## src/rtl/fmon_pkg.sv

```systemverilog
package fmon_pkg;

   typedef enum logic [1:0] {
      MG_OFF  = 2'd0,
      MG_NOM  = 2'd1,
      MG_HIGH = 2'd2,
      MG_LOW  = 2'd3
   } margin_e;

   // True when a move from 'from_s' to 'to_s' arms the ready-line snapshot.
   function automatic logic arms_ready(input margin_e from_s, input margin_e to_s);
      logic ok;
      ok = 1'b0;
      case (from_s)
         MG_OFF:           ok = (to_s != MG_OFF);
         MG_NOM:           ok = (to_s == MG_HIGH) || (to_s == MG_LOW);
         MG_HIGH, MG_LOW:  ok = (to_s == MG_NOM);
         default:          ok = 1'b0;
      endcase
      return ok;
   endfunction

endpackage

```

## src/rtl/fmon_glitch_filter.sv

```systemverilog
module fmon_glitch_filter #(
   parameter int unsigned CNT_W = 4,
   parameter int unsigned T0    = 0,
   parameter int unsigned T1    = 3,
   parameter int unsigned T2    = 8,
   parameter int unsigned T3    = 15
) (
   input  logic       clk,
   input  logic       rst_n,
   input  logic       raw_i,
   input  logic [1:0] sel_i,
   output logic       flt_o
);

   localparam bit BYPASS = (T0 == 0) && (T1 == 0) && (T2 == 0) && (T3 == 0);

   generate
      if (T3 >= (64'd1 << CNT_W)) begin : g_bad_width
         $error("fmon_glitch_filter: filter length exceeds counter width");
      end
   endgenerate

   logic flt_q;

   generate
      if (BYPASS) begin : g_bypass
         always_ff @(posedge clk or negedge rst_n) begin
            if (!rst_n) flt_q <= 1'b0;
            else        flt_q <= raw_i;
         end
      end else begin : g_count
         logic [CNT_W-1:0] cnt_q;
         logic [CNT_W-1:0] lim;

         always_comb begin
            case (sel_i)
               2'd0:    lim = CNT_W'(T0);
               2'd1:    lim = CNT_W'(T1);
               2'd2:    lim = CNT_W'(T2);
               default: lim = CNT_W'(T3);
            endcase
         end

         // Counts edges on which raw differs from the accepted level.
         always_ff @(posedge clk or negedge rst_n) begin
            if (!rst_n) begin
               flt_q <= 1'b0;
               cnt_q <= '0;
            end else if (raw_i == flt_q) begin
               cnt_q <= '0;
            end else if (cnt_q >= lim) begin
               flt_q <= raw_i;
               cnt_q <= '0;
            end else begin
               cnt_q <= cnt_q + 1'b1;
            end
         end

         // a run still short of the selected length cannot flip the state
         a_r3_short_run_held: assert property (@(posedge clk) disable iff (!rst_n)
            (raw_i != flt_q && cnt_q < lim) |=> $stable(flt_q));
      end
   endgenerate

   // agreement between raw and filtered level never moves the filter
   a_r2_steady_hold: assert property (@(posedge clk) disable iff (!rst_n)
      (raw_i == flt_q) |=> $stable(flt_q));

   assign flt_o = flt_q;

endmodule

```

## src/rtl/fmon_latch.sv

```systemverilog
module fmon_latch
   import fmon_pkg::*;
#(
   parameter int unsigned NCH = 2
) (
   input  logic           clk,
   input  logic           rst_n,
   input  logic [NCH-1:0] live_i,
   input  logic           src_ready_i,
   input  logic [1:0]     margin_i,
   input  logic           ready_i,
   input  logic           clr_i,
   output logic [NCH-1:0] lat_o
);

   logic [NCH-1:0] prev_q, lat_q, lat_d, rise;
   margin_e        ms_q, ms_in;
   logic           armed_q, armed_d, moved, capture;

   assign ms_in   = margin_e'(margin_i);
   assign moved   = (ms_in != ms_q);
   assign capture = src_ready_i && armed_q && !ready_i;
   assign rise    = live_i & ~prev_q;

   always_comb begin
      if (moved)        armed_d = arms_ready(ms_q, ms_in);
      else if (capture) armed_d = 1'b0;
      else              armed_d = armed_q;
   end

   always_comb begin
      if (src_ready_i) lat_d = capture ? live_i : (clr_i ? '0 : lat_q);
      else             lat_d = (clr_i ? '0 : lat_q) | rise;
   end

   always_ff @(posedge clk or negedge rst_n) begin
      if (!rst_n) begin
         prev_q  <= '1;
         lat_q   <= '0;
         ms_q    <= MG_OFF;
         armed_q <= 1'b0;
      end else begin
         prev_q  <= live_i;
         lat_q   <= lat_d;
         ms_q    <= ms_in;
         armed_q <= armed_d;
      end
   end

   // landing in the off state always leaves the snapshot disarmed
   a_r9_off_disarms: assert property (@(posedge clk) disable iff (!rst_n)
      (ms_in == MG_OFF) |=> !armed_q);

   generate
      for (genvar i = 0; i < NCH; i++) begin : g_chk
         // a bit can only become latched while its channel is in fault
         a_r7_no_spurious_latch: assert property (@(posedge clk) disable iff (!rst_n)
            (!live_i[i] && !lat_q[i]) |=> !lat_q[i]);
         // clear in edge mode with no fresh leading edge empties the bit
         a_r8_clear_wins_no_edge: assert property (@(posedge clk) disable iff (!rst_n)
            (clr_i && !src_ready_i && prev_q[i]) |=> !lat_q[i]);
      end
   endgenerate

   assign lat_o = lat_q;

endmodule

```

## src/rtl/dual_fault_monitor.sv

```systemverilog
module dual_fault_monitor
   import fmon_pkg::*;
#(
   parameter int unsigned NCH = 2,
   parameter int unsigned T0  = 0,
   parameter int unsigned T1  = 3000,
   parameter int unsigned T2  = 8000,
   parameter int unsigned T3  = 24000
) (
   input  logic           clk,
   input  logic           rst_n,
   input  logic [NCH-1:0] cmp_above_i,
   input  logic [NCH-1:0] cfg_ov_i,
   input  logic [1:0]     cfg_filt_sel_i,
   input  logic           cfg_mask_margin_i,
   input  logic           cfg_latch_ready_i,
   input  logic [1:0]     margin_i,
   input  logic           ready_i,
   input  logic           stat_clr_i,
   output logic           fault_n_o,
   output logic [NCH-1:0] stat_live_o,
   output logic [NCH-1:0] stat_latched_o
);

   localparam int unsigned T_MAX = T3;
   localparam int unsigned CNT_W = (T_MAX < 1) ? 1 : $clog2(T_MAX + 1);

   generate
      if (NCH < 1) begin : g_bad_nch
         $error("dual_fault_monitor: NCH must be at least 1");
      end
      if (!(T0 <= T1 && T1 <= T2 && T2 <= T3)) begin : g_bad_order
         $error("dual_fault_monitor: filter lengths must be non-decreasing");
      end
   endgenerate

   logic [NCH-1:0] flt;
   logic [NCH-1:0] live;
   logic           masked;

   generate
      for (genvar i = 0; i < NCH; i++) begin : g_ch
         fmon_glitch_filter #(
            .CNT_W (CNT_W),
            .T0    (T0),
            .T1    (T1),
            .T2    (T2),
            .T3    (T3)
         ) u_filt (
            .clk   (clk),
            .rst_n (rst_n),
            .raw_i (cmp_above_i[i]),
            .sel_i (cfg_filt_sel_i),
            .flt_o (flt[i])
         );
         assign live[i] = cfg_ov_i[i] ? flt[i] : !flt[i];
      end
   endgenerate

   assign masked = cfg_mask_margin_i &&
                   ((margin_e'(margin_i) == MG_HIGH) || (margin_e'(margin_i) == MG_LOW));

   assign fault_n_o   = !((|live) && !masked);
   assign stat_live_o = live;

   fmon_latch #(
      .NCH (NCH)
   ) u_latch (
      .clk         (clk),
      .rst_n       (rst_n),
      .live_i      (live),
      .src_ready_i (cfg_latch_ready_i),
      .margin_i    (margin_i),
      .ready_i     (ready_i),
      .clr_i       (stat_clr_i),
      .lat_o       (stat_latched_o)
   );

   // high or low margin with masking enabled never shows a fault
   a_r6_margin_mask: assert property (@(posedge clk) disable iff (!rst_n)
      (cfg_mask_margin_i && margin_i[1]) |-> fault_n_o);

endmodule

```

## config.mk

```make
export PLATFORM = sky130hd
export DESIGN_NAME = dual_fault_monitor
export DESIGN_NICKNAME = d
export VERILOG_FILES = /design/src/rtl/fmon_pkg.sv /design/src/rtl/fmon_glitch_filter.sv /design/src/rtl/fmon_latch.sv /design/src/rtl/dual_fault_monitor.sv
export SDC_FILE = /design/constraint.sdc
export NUM_CORES = 1
export LEC_CHECK = 0
export CORE_MARGIN = 4
export CORE_UTILIZATION = 35
export CTS_CLUSTER_SIZE = 16
export DETAILED_ROUTE_END_ITERATION = 10
export DONT_BUFFER_PORTS = 1
export PLACE_DENSITY = 0.54
export SLEW_MARGIN = 20
export SYNTH_ARGS = -nofsm -noshare
export SYNTH_HDL_FRONTEND = slang
export SYNTH_SLANG_ARGS = --single-unit
```

## constraint.sdc

```tcl
create_clock -name clk -period 1.7 [get_ports clk]
set_clock_uncertainty 0.05 [all_clocks]
set_input_delay 0.34 -clock clk [delete_from_list [all_inputs] [get_ports clk]]
set_output_delay 0.34 -clock clk [all_outputs]
set_load 0.02 [all_outputs]
```

==> key figures <==
Die
  • Cell Rows: 30
  • CORE AREA: 6944 um^2
  • Starting Density: 0.3676
  • # IOs: 19
  • Die area: 8723 um^2
  • Die Ht: 93.40 um
  • DIE WIDTH: 93.40 um

STA
  • Max Slew Vio Count: 0
  • Tmin final: 1.848 ns
  • Setup TNS: -3.888 ns
  • Period utilization: 1.087
  • Max Fclk: 541.3 MHz
  • Max-slew headroom: 0.6899
  • Final Setup Violations: 31
  • Slew @ Worst Pin: 0.4634 ns
  • Setup ws final: -0.1475 ns
  • Final Hold Fails: 0
  • RSZ-0062 raised after global routing: yes
  • Hold Slack: 0.01767 ns

Routing
  • 1st-pass router iterations: 4
  • DRT antenna net count: 0
  • Avg WL per Cell: 14.53 um
  • Iter 0 DRT Violations: 31
  • Total Routed Length: 5.799 mm
  • Vias per Instance: 5.120
  • Routed vias: 2043
  • Number of remaining DRC errors: 0

Global routing
  • Vias in the first global route: 2115
  • GRT Resource Usage Total: 0.1471
  • Initial antenna violation count: 0
  • First-pass GRT wire length: 10.07 mm
  • Largest net degree at the start of global routing: 40
  • Total global routing overflow: 0

Synth
  • Simple-Gate Fraction of Synth Area: 0.2127
  • Synth Flop Type: dfrtp_1
  • Cell variety after synth: 48
  • Synthesized instance count: 256
  • XOR/XNOR share of the synthesized area: 0.08922
  • Synth Area in Compound Gates: 0.1157
  • Fraction of registers with async set/reset: 1.000
  • Post-synthesis register bit count: 39
  • EDFF count, synth: 0
  • Register area share after synthesis: 0.3833
  • Syn avg cell area: 9.971 um^2
  • Synth area leader: dfrtp_1
  • Largest cells by area after synthesis: dfrtp_1 36%, ha_1 14%, nor3_1 5.9%, xnor2_1 5.5%, xor2_1 3.4%
  • Cell Area, Synth: 2552 um^2
  • Commonest cells in the netlist: 37 x dfrtp_1, 30 x nor3_1, 29 x ha_1, 22 x inv_1, 16 x xnor2_1
  • Most frequent cell after synthesis: dfrtp_1
  • Synth Area in Adders: 0.1422
  • Mux cell area share after synthesis: 0.004412
  • Synth top area share: 0.3627
  • Synth warn: 0
  • Syn nets: 299
  • Main combinational cell family by area after synthesis: simple AND/OR/NAND/NOR gates

Finish
  • Final instance area: 3314 um^2
  • Finished Core Util: 0.4773
  • Area Growth Syn to Fin: 29.85%
  • Nets: 345
  • Multi-input gate area: 1638 um^2
  • Antenna cell count: 0
  • Layout cells sized above 1: 0.3003
  • Fill cells: 668
  • Register area: 978.4 um^2

CTS
  • TritonCTS Sinks: 39
  • H-tree depth: 2
  • Clock tree from TritonCTS: built
  • Total CTS buffers: 5
  • Reg clk slew, reported paths: 0.08 ns
  • Clock Latency Late Sink: 0.29 ns
  • Maximum buffer depth of the clock tree: 2
  • Root buf cell: clkbuf_8

Critical path
  • Crit Reg-Reg Startpoint: g_ch[1].u_filt.g_count.cnt_q[6]
  • R2R setup slack: -0.12 ns
  • R2r endpoint: g_ch[1].u_filt.flt_o
  • Worst setup endpoint: g_ch[0].u_filt.g_count.cnt_q[3]
  • Crit path launch type: primary input
  • WP data required: 1.83 ns
  • CP startpoint: cfg_filt_sel_i[1]
  • Worst Path Arrival: 1.97 ns
  • Critical path type: primary input to flip-flop
  • Maximum net fanout on the critical path: 15
  • CP Capture Type: flip-flop
  • FF-to-FF path depth: 5

Power and ir drop
  • Power per cell area: 773.8 nW/um^2
  • Pleak: 0.001447 uW
  • Worst vdd ir: 285.6 uV

Flow run
  • Max Cap Viol: 0

Min path
  • Hold crit path type: primary input to flip-flop

Outcome
  • Status: complete, but fails checks
  • Failing checks: setup timing

Placement
  • Post-DP HPWL: 4.247 mm
  • Placer Congestion: 0.8028
  • Placed inst area: 3009 um^2
  • # port buffers: 0
[placed cells by master, fill, tap and decap left out, drive strengths merged, types with 2 or more instances in the layout]
cell type,count
a211o,4
a211oi,5
a21o,2
a21oi,6
and2,2
and3,2
and4,2
and4b,2
buf,45
clkbuf,8
dfrtp,37
dfstp,2
ha,29
inv,21
nand2,9
nand2b,5
nand3,10
nand4,11
nand4b,4
nor2,7
nor2b,3
nor3,30
nor4,2
o211ai,2
o21ai,9
or3,3
xnor2,16
xor2,10
[routing by layer]
layer | track usage | vias to the layer above | routed length, um
met4 | 0.04762 | 0 | 84
met5 | 0 | - | 0
li1 | - | 1014 | -
met2 | 0.2335 | 29 | 2591
met3 | 0.03298 | 6 | 250
met1 | 0.1979 | 994 | 2873
[cell type report]
| cell class | count | area share |
|---|---|---|
| clock buffers | 8 | 0.03020 |
| inverters | 22 | 0.02680 |
| multi-input cells | 188 | 0.4941 |
| repair buffers | 46 | 0.1174 |
| well taps | 96 | 0.03624 |
| flip-flops and latches | 39 | 0.2952 |
[stage by stage]
stage	worst slack, ns	std cells	power [uW]
2_1_floorplan	-0.4290	256	1579
3_3_place_gp	-0.4513	387	1782
3_5_place_dp	-0.4797	387	1793
4_1_cts	-0.1228	398	2564
5_1_grt	-0.2330	399	2736
6_report	-0.1475	399	2565
[power by group]
group	total, uW	leakage [uW]	switching, uW	internal (uW)
Sequential	1150	0.000520	107	1040
Combinational	717	0.000876	388	329
Clock	701	0.0000515	331	371
[cells by family after synthesis]
group	Yosys count
and+or+nand+nor	94
DFF	39
AOI/OAI and AO/OA	38
buffers and inverters	29
adders and majority gates	29
xor gates and xnor gates	26
muxes	1
[worst min-delay path by stage]
stage	startpoint	endpoint	slack [ns]	cells past startpoint
2_1_floorplan	rst_n	g_ch[0].u_filt.flt_o	-0.006	0
3_3_place_gp	rst_n	g_ch[0].u_filt.g_count.cnt_q[12]	-0.005	0
3_5_place_dp	rst_n	g_ch[0].u_filt.g_count.cnt_q[12]	-0.004	0
4_1_cts	margin_i[1]	u_latch.ms_q[1]	0.005	0
5_1_grt	margin_i[1]	u_latch.ms_q[1]	0.002	0
6_report	margin_i[1]	u_latch.ms_q[1]	0.02	0
[worst max-delay path: stages]
cell        delay, ns
clkinvlp_4       0.11
ha_4             0.29
inv_4            0.04
ha_4             0.26
nand4_1          0.12
a311o_1          0.36
a31oi_4          0.20
buf_12           0.18
nor3_1           0.06
[flip-flops by register name, indices dropped and copies added, names as in the netlist]
name and count:
u_latch.lat_o 2, u_latch.armed_q 1, u_latch.prev_q 2, u_latch.ms_q 2
g_ch.u_filt.flt_o 2, g_ch.u_filt.g_count.cnt_q 30
[timing repair]
| item | CTS | global route |
|---|---|---|
| setup endpoints to repair | 32 | 33 |
| endpoints found under the hold margin | 39 | 0 |
| gates resized for setup | 14 | 13 |
| setup buffers | 1 | 1 |
| hold buffers | 2 | 0 |
| pin swaps | 0 | 4 |
(Power assumes the default switching activity.)
